==> config.mk <==
export PLATFORM = sky130hd
export DESIGN_NAME = bankref_sequencer
export DESIGN_NICKNAME = d
export VERILOG_FILES = /design/src/rtl/bankref_pkg.sv /design/src/rtl/bankref_counter.sv /design/src/rtl/bankref_picker.sv /design/src/rtl/bankref_round.sv /design/src/rtl/bankref_sequencer.sv
export SDC_FILE = /design/constraint.sdc
export NUM_CORES = 1
export LEC_CHECK = 0
export BUFFER_PORTS_ARGS = -buffer_cell sky130_fd_sc_hd__buf_4
export CELL_PAD_IN_SITES_DETAIL_PLACEMENT = 0
export CELL_PAD_IN_SITES_GLOBAL_PLACEMENT = 2
export CORE_MARGIN = 2
export CORE_UTILIZATION = 34
export DETAILED_ROUTE_END_ITERATION = 8
export GPL_TIMING_DRIVEN = 0
export HOLD_SLACK_MARGIN = 0.03
export PLACE_DENSITY_LB_ADDON = 0.3
export SYNTH_ARGS = -nofsm -noshare
export SYNTH_HDL_FRONTEND = slang
export SYNTH_SLANG_ARGS = --single-unit
==> constraint.sdc <==
create_clock -name clk -period 4.75 [get_ports clk]
set_input_delay 0.475 -clock clk [delete_from_list [all_inputs] [get_ports clk]]
set_output_delay 0.475 -clock clk [all_outputs]
set_load 0.005 [all_outputs]
==> src/rtl/bankref_pkg.sv <==
`timescale 1ns/1ps
package bankref_pkg;
  typedef enum logic [2:0] {
    ST_IDLE  = 3'd0,
    ST_HOLD  = 3'd1,
    ST_CLOSE = 3'd2,
    ST_DELAY = 3'd3,
    ST_ISSUE = 3'd4
  } seq_state_e;
endpackage

==> src/rtl/bankref_counter.sv <==
`timescale 1ns/1ps
module bankref_counter #(
  parameter int W = 16
) (
  input  logic         clk,
  input  logic         rst,
  input  logic         clr,
  input  logic         inc,
  output logic [W-1:0] cnt
);
  always_ff @(posedge clk) begin
    if (rst || clr)
      cnt <= '0;
    else if (inc && (cnt != {W{1'b1}}))
      cnt <= cnt + 1'b1;
  end
endmodule

==> src/rtl/bankref_picker.sv <==
`timescale 1ns/1ps
module bankref_picker #(
  parameter int NB = 8,
  parameter int IW = $clog2(NB)
) (
  input  logic [NB-1:0] done_mask,
  input  logic [NB-1:0] busy,
  input  logic          free_order,
  output logic [IW-1:0] pick,
  output logic          pick_ok
);
  logic [NB-1:0] open_set;
  logic [NB-1:0] idle_set;
  logic [NB-1:0] use_set;

  always_comb begin
    open_set = ~done_mask;
    idle_set = open_set & ~busy;
    use_set  = (free_order && (|idle_set)) ? idle_set : open_set;
    pick_ok  = |use_set;
    pick     = '0;
    for (int i = NB - 1; i >= 0; i--) begin
      if (use_set[i]) pick = IW'(i);
    end
  end
endmodule

==> src/rtl/bankref_round.sv <==
`timescale 1ns/1ps
module bankref_round #(
  parameter int NB = 8,
  parameter int IW = $clog2(NB)
) (
  input  logic          clk,
  input  logic          rst,
  input  logic          mark,
  input  logic [IW-1:0] mark_idx,
  output logic [NB-1:0] done_mask
);
  localparam logic [NB-1:0] ONE  = NB'(1);
  localparam logic [NB-1:0] FULL = {NB{1'b1}};

  logic [NB-1:0] nxt_mask;
  assign nxt_mask = done_mask | (ONE << mark_idx);

  always_ff @(posedge clk) begin
    if (rst)
      done_mask <= '0;
    else if (mark)
      done_mask <= (nxt_mask == FULL) ? '0 : nxt_mask;
  end

  // a bank is never marked twice within one round
  p_single_visit_r2: assert property (@(posedge clk) disable iff (rst)
    mark |-> !done_mask[mark_idx]);
endmodule

==> src/rtl/bankref_sequencer.sv <==
`timescale 1ns/1ps
module bankref_sequencer #(
  parameter int NUM_BANKS = 8,
  parameter int WAIT_W    = 16,
  parameter int DLY_W     = 4
) (
  input  logic                         clk,
  input  logic                         rst,
  input  logic                         bank_ref_en,
  input  logic                         ref_en,
  input  logic                         free_order,
  input  logic [WAIT_W-1:0]            max_wait,
  input  logic [DLY_W-1:0]             sel_delay,
  input  logic                         refresh_due,
  input  logic [NUM_BANKS-1:0]         bank_busy,
  input  logic                         close_done,
  input  logic                         refresh_done,
  output logic                         refresh_req,
  output logic [$clog2(NUM_BANKS)-1:0] refresh_bank,
  output logic                         core_inhibit,
  output logic                         close_req,
  output logic [NUM_BANKS-1:0]         block_mask
);
  import bankref_pkg::*;

  localparam int BANK_W = $clog2(NUM_BANKS);
  localparam logic [NUM_BANKS-1:0] ONE = NUM_BANKS'(1);

  seq_state_e            state;
  logic                  pend;
  logic [BANK_W-1:0]     sel_bank;
  logic [NUM_BANKS-1:0]  done_mask;
  logic [BANK_W-1:0]     pick;
  logic                  pick_ok;
  logic [WAIT_W-1:0]     wait_cnt;
  logic [DLY_W-1:0]      dly_cnt;
  logic                  start;
  logic                  sel_busy;
  logic                  mark;

  assign sel_busy = bank_busy[sel_bank];
  assign start    = (state == ST_IDLE) && bank_ref_en && ref_en &&
                    (pend || refresh_due) && pick_ok;
  assign mark     = (state == ST_ISSUE) && refresh_done;

  bankref_picker #(.NB(NUM_BANKS), .IW(BANK_W)) u_picker (
    .done_mask  (done_mask),
    .busy       (bank_busy),
    .free_order (free_order),
    .pick       (pick),
    .pick_ok    (pick_ok)
  );

  bankref_round #(.NB(NUM_BANKS), .IW(BANK_W)) u_round (
    .clk       (clk),
    .rst       (rst),
    .mark      (mark),
    .mark_idx  (sel_bank),
    .done_mask (done_mask)
  );

  bankref_counter #(.W(WAIT_W)) u_wait (
    .clk (clk),
    .rst (rst),
    .clr (start),
    .inc ((state == ST_HOLD) && sel_busy && (wait_cnt != max_wait)),
    .cnt (wait_cnt)
  );

  bankref_counter #(.W(DLY_W)) u_delay (
    .clk (clk),
    .rst (rst),
    .clr (state != ST_DELAY),
    .inc ((state == ST_DELAY) && (dly_cnt != sel_delay)),
    .cnt (dly_cnt)
  );

  always_ff @(posedge clk) begin
    if (rst) begin
      state        <= ST_IDLE;
      pend         <= 1'b0;
      sel_bank     <= '0;
      refresh_req  <= 1'b0;
      core_inhibit <= 1'b0;
      close_req    <= 1'b0;
      block_mask   <= '0;
    end else begin
      pend <= (pend | refresh_due) & ~start;
      case (state)
        ST_IDLE: begin
          if (start) begin
            sel_bank <= pick;
            state    <= ST_HOLD;
          end
        end
        ST_HOLD: begin
          if (!sel_busy) begin
            state <= ST_DELAY;
          end else if (wait_cnt == max_wait) begin
            core_inhibit <= 1'b1;
            close_req    <= 1'b1;
            state        <= ST_CLOSE;
          end
        end
        ST_CLOSE: begin
          if (close_done) begin
            close_req <= 1'b0;
            state     <= ST_DELAY;
          end
        end
        ST_DELAY: begin
          if (dly_cnt == sel_delay) begin
            refresh_req <= 1'b1;
            block_mask  <= ONE << sel_bank;
            state       <= ST_ISSUE;
          end
        end
        ST_ISSUE: begin
          if (refresh_done) begin
            refresh_req  <= 1'b0;
            block_mask   <= '0;
            core_inhibit <= 1'b0;
            state        <= ST_IDLE;
          end
        end
        default: state <= ST_IDLE;
      endcase
    end
  end

  assign refresh_bank = sel_bank;

  // ascending order means all lower banks are already done this round
  p_numeric_order_r3: assert property (@(posedge clk) disable iff (rst)
    (start && !free_order) |->
      ((done_mask & ((ONE << pick) - ONE)) == ((ONE << pick) - ONE)));

  // free order never picks a busy bank while an idle open bank exists
  p_free_prefers_idle_r4: assert property (@(posedge clk) disable iff (rst)
    (start && free_order && |(~done_mask & ~bank_busy)) |-> !bank_busy[pick]);

  // no selection leaves idle while an enable is low
  p_enable_gate_r5: assert property (@(posedge clk) disable iff (rst)
    ((state == ST_IDLE) && !(bank_ref_en && ref_en)) |=> (state == ST_IDLE));

  // inhibit only rises after the full wait on a busy bank
  p_inhibit_after_wait_r7: assert property (@(posedge clk) disable iff (rst)
    $rose(core_inhibit) |-> $past((wait_cnt == max_wait) && sel_busy));

  // close requests only happen under inhibit
  p_close_under_inhibit_r7: assert property (@(posedge clk) disable iff (rst)
    close_req |-> core_inhibit);

  // an issued refresh always has exactly its own bank blocked
  p_req_blocked_r8: assert property (@(posedge clk) disable iff (rst)
    refresh_req |-> (block_mask == (ONE << refresh_bank)));

  // request holds steady until acknowledged
  p_req_held_r9: assert property (@(posedge clk) disable iff (rst)
    (refresh_req && !refresh_done) |=> (refresh_req && $stable(refresh_bank)));

  // at most one bank blocked at any time
  p_one_block_r9: assert property (@(posedge clk) disable iff (rst)
    $onehot0(block_mask));
endmodule

**Word level (Yosys, flattened, before mapping)**

Cells that the tools add are included.

- Equality and inequality tests: 19
- Mux-type cells: 30
- Divide/modulo/power cells: 0
- Bitwise operators: 7
- Shift-type cells: 1
- $lt $le $gt $ge: 1
- Reductions and logical operators: 25
- Add/subtract/negate cells: 2
- $mul: 0

Operators with widths:

| kind | number |
|---|---|
| 3-bit 2-to-1 mux | 14 |
| 8-bit 2-to-1 mux | 4 |
| 16-bit by 1-bit adder with 16-bit output, second input constant | 1 |
| 16-bit == test | 1 |
| 16-bit inequality test | 1 |
| 16-bit inequality test, second input constant | 1 |
| 8-bit inverter | 2 |
| 8-bit case mux with 2 select lines | 1 |
| 8-bit OR reduction | 2 |
| 3-bit case mux with 5 select lines | 1 |
| 1-bit logical AND | 11 |
| 8-bit AND | 1 |
| 8-bit == test, second input constant | 1 |
| 2-bit inequality test, second input constant | 4 |
| 8-bit bitwise OR | 1 |
| 4-bit AND reduction | 2 |
| 1-bit by 3-bit left shift with 8-bit output, first input constant | 1 |
| 3-bit by 2-bit == test with 1-bit output, second input constant | 2 |
| 1-bit 2-to-1 mux | 6 |
| 3-bit by 2-bit inequality test with 1-bit output, second input constant | 2 |
| 1-bit case mux with 2 select lines | 3 |
| 2-bit nonzero test | 3 |
| 5-bit AND reduction | 1 |
| 4-bit by 1-bit adder with 4-bit output, second input constant | 1 |
| other kinds (15) | 18 |

- Memory bits (read-only): 0
- Input port bits: 36
- Flip-flop bits (word level): 46
- Word-level logic and storage cells: 95
- Bits in latches: 0
- Memory bits (writable): 0
- Memories kept: 0

**Depth between registers and ports, before layout**

- Depth in word-level cells: 13
- Gate-level depth with buffers: 9
- Mapped depth without buffers: 7

**Cells and area by module**

From an unflattened synthesis, not the netlist that was laid out.

- Cells, all modules: 314
- Area, all modules: 2936.6 µm²

Modules (own cells, without submodules):

| module | cells each | area an instance (µm²) | instances |
|---|---|---|---|
| bankref_sequencer | 118 | 1104.8 | 1 |
| bankref_counter at u_wait | 95 | 847.1 | 1 |
| bankref_round | 46 | 515.5 | 1 |
| bankref_picker | 34 | 259.0 | 1 |
| bankref_counter at u_delay | 21 | 210.2 | 1 |

**Worst setup path after synthesis**

No wires, ideal clock.

- Kind: input port to flip-flop
- From: in bank_busy[5]
- To: reg u_wait.cnt[0]
- Arrival: 2017 ps
- Data required time: 4635 ps
- Stages: 9
- Setup time: 115 ps
- Path slack: 2618 ps
- Path through: o22ai_1 -> o41a_4 -> a21oi_1 -> nor4_2 -> a31oi_4 -> or2_1 -> buf_6 -> buf_8 -> nor2_1

- Word-level cells in the longest chain between the ends: 8
- Elaborated cells on any way between the ends: 13
- Classes of those cells: mux (3); bitwise (2); reduce/logical (8)

Ends and longest elaborated chain:

| what | line | RTL |
|---|---|---|
| start: declaration | bankref_sequencer.sv:15 | `input logic [NUM_BANKS-1:0] bank_busy,` |
| 8-bit inverter | bankref_picker.sv:18 | `idle_set = open_set & ~busy;` |
| 8-bit AND | bankref_picker.sv:18 |  |
| 8-bit OR reduction | bankref_picker.sv:19 | `use_set = (free_order && (\|idle_set)) ? idle_set : open_set;` |
| 1-bit logical AND | bankref_picker.sv:19 |  |
| 8-bit 2-to-1 mux | bankref_picker.sv:19 |  |
| 8-bit OR reduction | bankref_picker.sv:20 | `pick_ok = \|use_set;` |
| 1-bit logical AND | bankref_sequencer.sv:43 | `(pend \|\| refresh_due) && pick_ok;` |
| 1-bit logical OR | bankref_counter.sv:12 | `if (rst \|\| clr)` |
| end signal: assignment | bankref_counter.sv:15 | `cnt <= cnt + 1'b1;` |
| end: declaration | bankref_counter.sv:9 | `output logic [W-1:0] cnt` |

Parallel ways exist; a longest one is shown, timed or not. The select of a mux whose other input is x is not followed.
A chain may end at the register's enable or synchronous reset.

**Final worst setup path**

- From: reg state[0]
- To: reg u_round.done_mask[1]

- Word-level cells in the longest chain between the ends: 2

Ends and longest elaborated chain:

| what | line | RTL |
|---|---|---|
| start: declaration | bankref_sequencer.sv:29 | `seq_state_e state;` |
| start signal: assignment | bankref_sequencer.sv:80 | `state <= ST_IDLE;` |
| start signal: assignment | bankref_sequencer.sv:93 | `state <= ST_HOLD;` |
| start signal: assignment | bankref_sequencer.sv:98 | `state <= ST_DELAY;` |
| 3-bit == test | bankref_sequencer.sv:44 | `assign mark = (state == ST_ISSUE) && refresh_done;` |
| 1-bit logical AND | bankref_sequencer.sv:44 |  |
| end signal: assignment | bankref_round.sv:22 | `done_mask <= (nxt_mask == FULL) ? '0 : nxt_mask;` |
| end: declaration | bankref_round.sv:10 | `output logic [NB-1:0] done_mask` |

Every way passes these cells.

==> impl_metrics.yaml <==
clocking:
  clkLatencyLatePin_ns: 0.30
  ctsHoldBuffers: 0
  numCtsBuffers: 5
  postCtsSetupBuffers: 0
  cts.path.max_buffers: 2
  cts-root-buf: "clkbuf_8"
  clock-sinks: 46
  clk_pin_slew_ns: 0.09
  h-tree-depth: 2
  cts_tree: "done"
  ctsResizeCount: 0
grt:
  grt_overflow: 0
  use_met3_pct: 3.76
  grt.busiest_layer: "met2"
  grt_pass1_vias: 2145
  grt_pass1_wl_um: 10600
  use_met2_pct: 23.4
  grt_usage_pct: 15.7
  antenna_found_initial: 0
  grt_max_degree: 14
  grt.met1_usage_pct: 23.1
cells_and_area:
  n_antenna_cell: 0
  area_growth_pct: 23.3
  drive_gt1_share_pct: 21.3
  fin_nets: 399
  fin_cells: 461
pwr:
  p_leak_nw: 1.20
  power.density_nw_per_um2: 280
  power_uw: 873
  irDropWorstVdd_mv: 0.188
yosys:
  synth_most_common_cell: "dfxtp_1"
  yosys_warnings: 0
  synth_area_um2: 2530
  synth_nets: 344
  async_reset_ff_share_pct: 0
  avgSynthCellArea_um2: 8.27
  netlist_instances: 306
  synth_edf_count: 0
  synth_area_leader_cell: "dfxtp_1"
  synth_ff_type: "dfxtp_1"
  synth_common_cells: "46 x dfxtp_1, 45 x nor2_1, 28 x a21oi_1"
  synth_top_area_share_pct: 36.4
  synth.area.top_cells: "dfxtp_1 36%, xor2_1 8.7%, nor2_1 6.7%"
  ys_ff_latch: 46
  synth.distinct_cells: 49
  yosysSeqAreaShare_pct: 36.4
critical_path:
  r2r-end: "u_round.done_mask[1]"
  end_kind: "flip-flop"
  cp_max_fo: 10
  crit_arrival_ns: 2.56
  reg2reg_depth: 8
  critical_path_class: "flip-flop to flip-flop"
  cp-startpoint: "state[0]"
  cp_data_required_time_ns: 4.91
  r2r_start: "state[0]"
  ff2ff_setup_slack_ns: 2.36
  startpoint_type: "flip-flop"
detailed_routing:
  num_vias: 2323
  routed_wirelength_um: 6290
  ant_nets: 0
  first_pass_iters: 4
  drt_iter0_drc: 65
  drcViolationCount: 0
  vias_per_cell: 5.04
  drt-wirelength-per-cell_um: 13.7
die:
  io_pins: 50
  fp.dieArea_um2: 8150
  start_util_pct: 35.1
  die_y_um: 90.3
  rows: 31
  die_w_um: 90.3
  core_um2: 7210
job:
  drv_cap: 0
sta:
  min_period_ns: 2.39
  fmax_ghz: 0.418
  fin_skew_ns: 0.0130
  hold_viol: 0
  fin_crit_sh_pct: 50.3
  hold_slack_ns: 0.384
  setup_viol: 0
  setup_tns_ns: 0
  tightest_slew_ns: 0.690
  finalMaxSlewViolations: 0
  rsz0062_at_grt: "no"
  max_slew_margin_pct: 53.6
min_path:
  holdPathEnd: "close_req"
  hp-start: "close_done"
  hold_class: "primary input to flip-flop"
  whs_path_depth: 2
placed_design:
  gp_congestion: 0.817
  portBuffers: 48
  place_inst: 453
  dp_hpwl_um: 4810
status:
  status: "finished clean"
layer usage:
metal  share of wire [%]  vias to the layer above
li1                    -                     1191
met1                  51                     1076
met2                  43                       51
met3                 4.6                        5
met4                0.87                        0
met5                   0                        -
area by class of cell:
cell class	instances	area, um^2
plain buffers	14	90.1
clock buffers	7	76.3
clock inverters	1	30.0
fillers	769	4090
inverters	9	33.8
multi-input cells	237	1490
flip-flops and latches	46	921
well taps	99	124
repair buffers	48	360
worst max-delay path: stages, from the launching register on:
cell     delay [ns]
dfxtp_1        0.30
buf_2          0.17
nor2_1         0.24
and3_1         0.18
buf_2          0.21
o21ai_0        0.10
or4_1          0.47
o21ai_1        0.47
nor2_1         0.10
how the worst max path moves through the flow:
stage                                end
finish              u_round.done_mask[1]
detailed placement         u_wait.cnt[8]
global route        u_round.done_mask[5]
global placement          u_wait.cnt[15]
floorplan                  u_wait.cnt[0]
CTS                 u_round.done_mask[7]
sequential cells by signal, indices dropped and copies added, names as in the netlist, 3 cells and up:
name / count
u_wait.cnt: 16
block_mask: 8
u_round.done_mask: 8
u_delay.cnt: 4
refresh_bank: 3
state: 3
cell usage in the layout, fill, tap and decap left out, types with 2 or more instances in the layout:
cell / count
inv_1: 9
nor2_1: 45
nand3b_1: 4
nand4_1: 3
nor2b_1: 2
nand3_1: 23
nand2b_1: 3
xor2_1: 25
and3_1: 5
a2bb2oi_1: 2
a311oi_1: 2
buf_4: 49
clkbuf_8: 5
o22ai_1: 6
o21ai_0: 5
buf_6: 2
a21oi_1: 28
xnor2_1: 12
mux2i_1: 3
mux4_2: 2
buf_2: 5
ha_1: 2
a31oi_1: 4
nor3_1: 12
dfxtp_1: 46
nor4_2: 2
clkbuf_1: 6
nor4_1: 7
nand2_1: 21
cell families (layout without fill, tap and decap cells):
group                      count (synthesis)  after routing  share of synthesized area (%)
buffers and inverters                     23             79                           4.90
muxes                                      5              5                           2.97
and+or+nand+nor                          136            136                           27.0
xor gates and xnor gates                  37             37                           12.8
AOI/OAI and AO/OA                         57             57                           14.9
DFF                                       46             46                           36.4
adders and majority gates                  2              2                          0.989
report_power, final:
| group | switching, mW | total, mW | internal, mW |
|---|---|---|---|
| sequential | 0.00881 | 0.405 | 0.397 |
| combinational | 0.0999 | 0.182 | 0.0822 |
| clock | 0.128 | 0.286 | 0.158 |
per-stage QoR:
| step | worst slack, ns | cell area, um^2 | util (%) |
|---|---|---|---|
| after detailed placement | 2.28 | 3010 | 41.8 |
| after floorplan | 2.62 | 2530 | - |
| after global routing | 2.12 | 3120 | 43.3 |
| final | 2.36 | 3120 | 43.3 |
| after global placement | 2.29 | 3010 | 41.8 |
| after CTS | 2.36 | 3120 | 43.3 |
No activity file was read; power rests on OpenSTA's default activity.
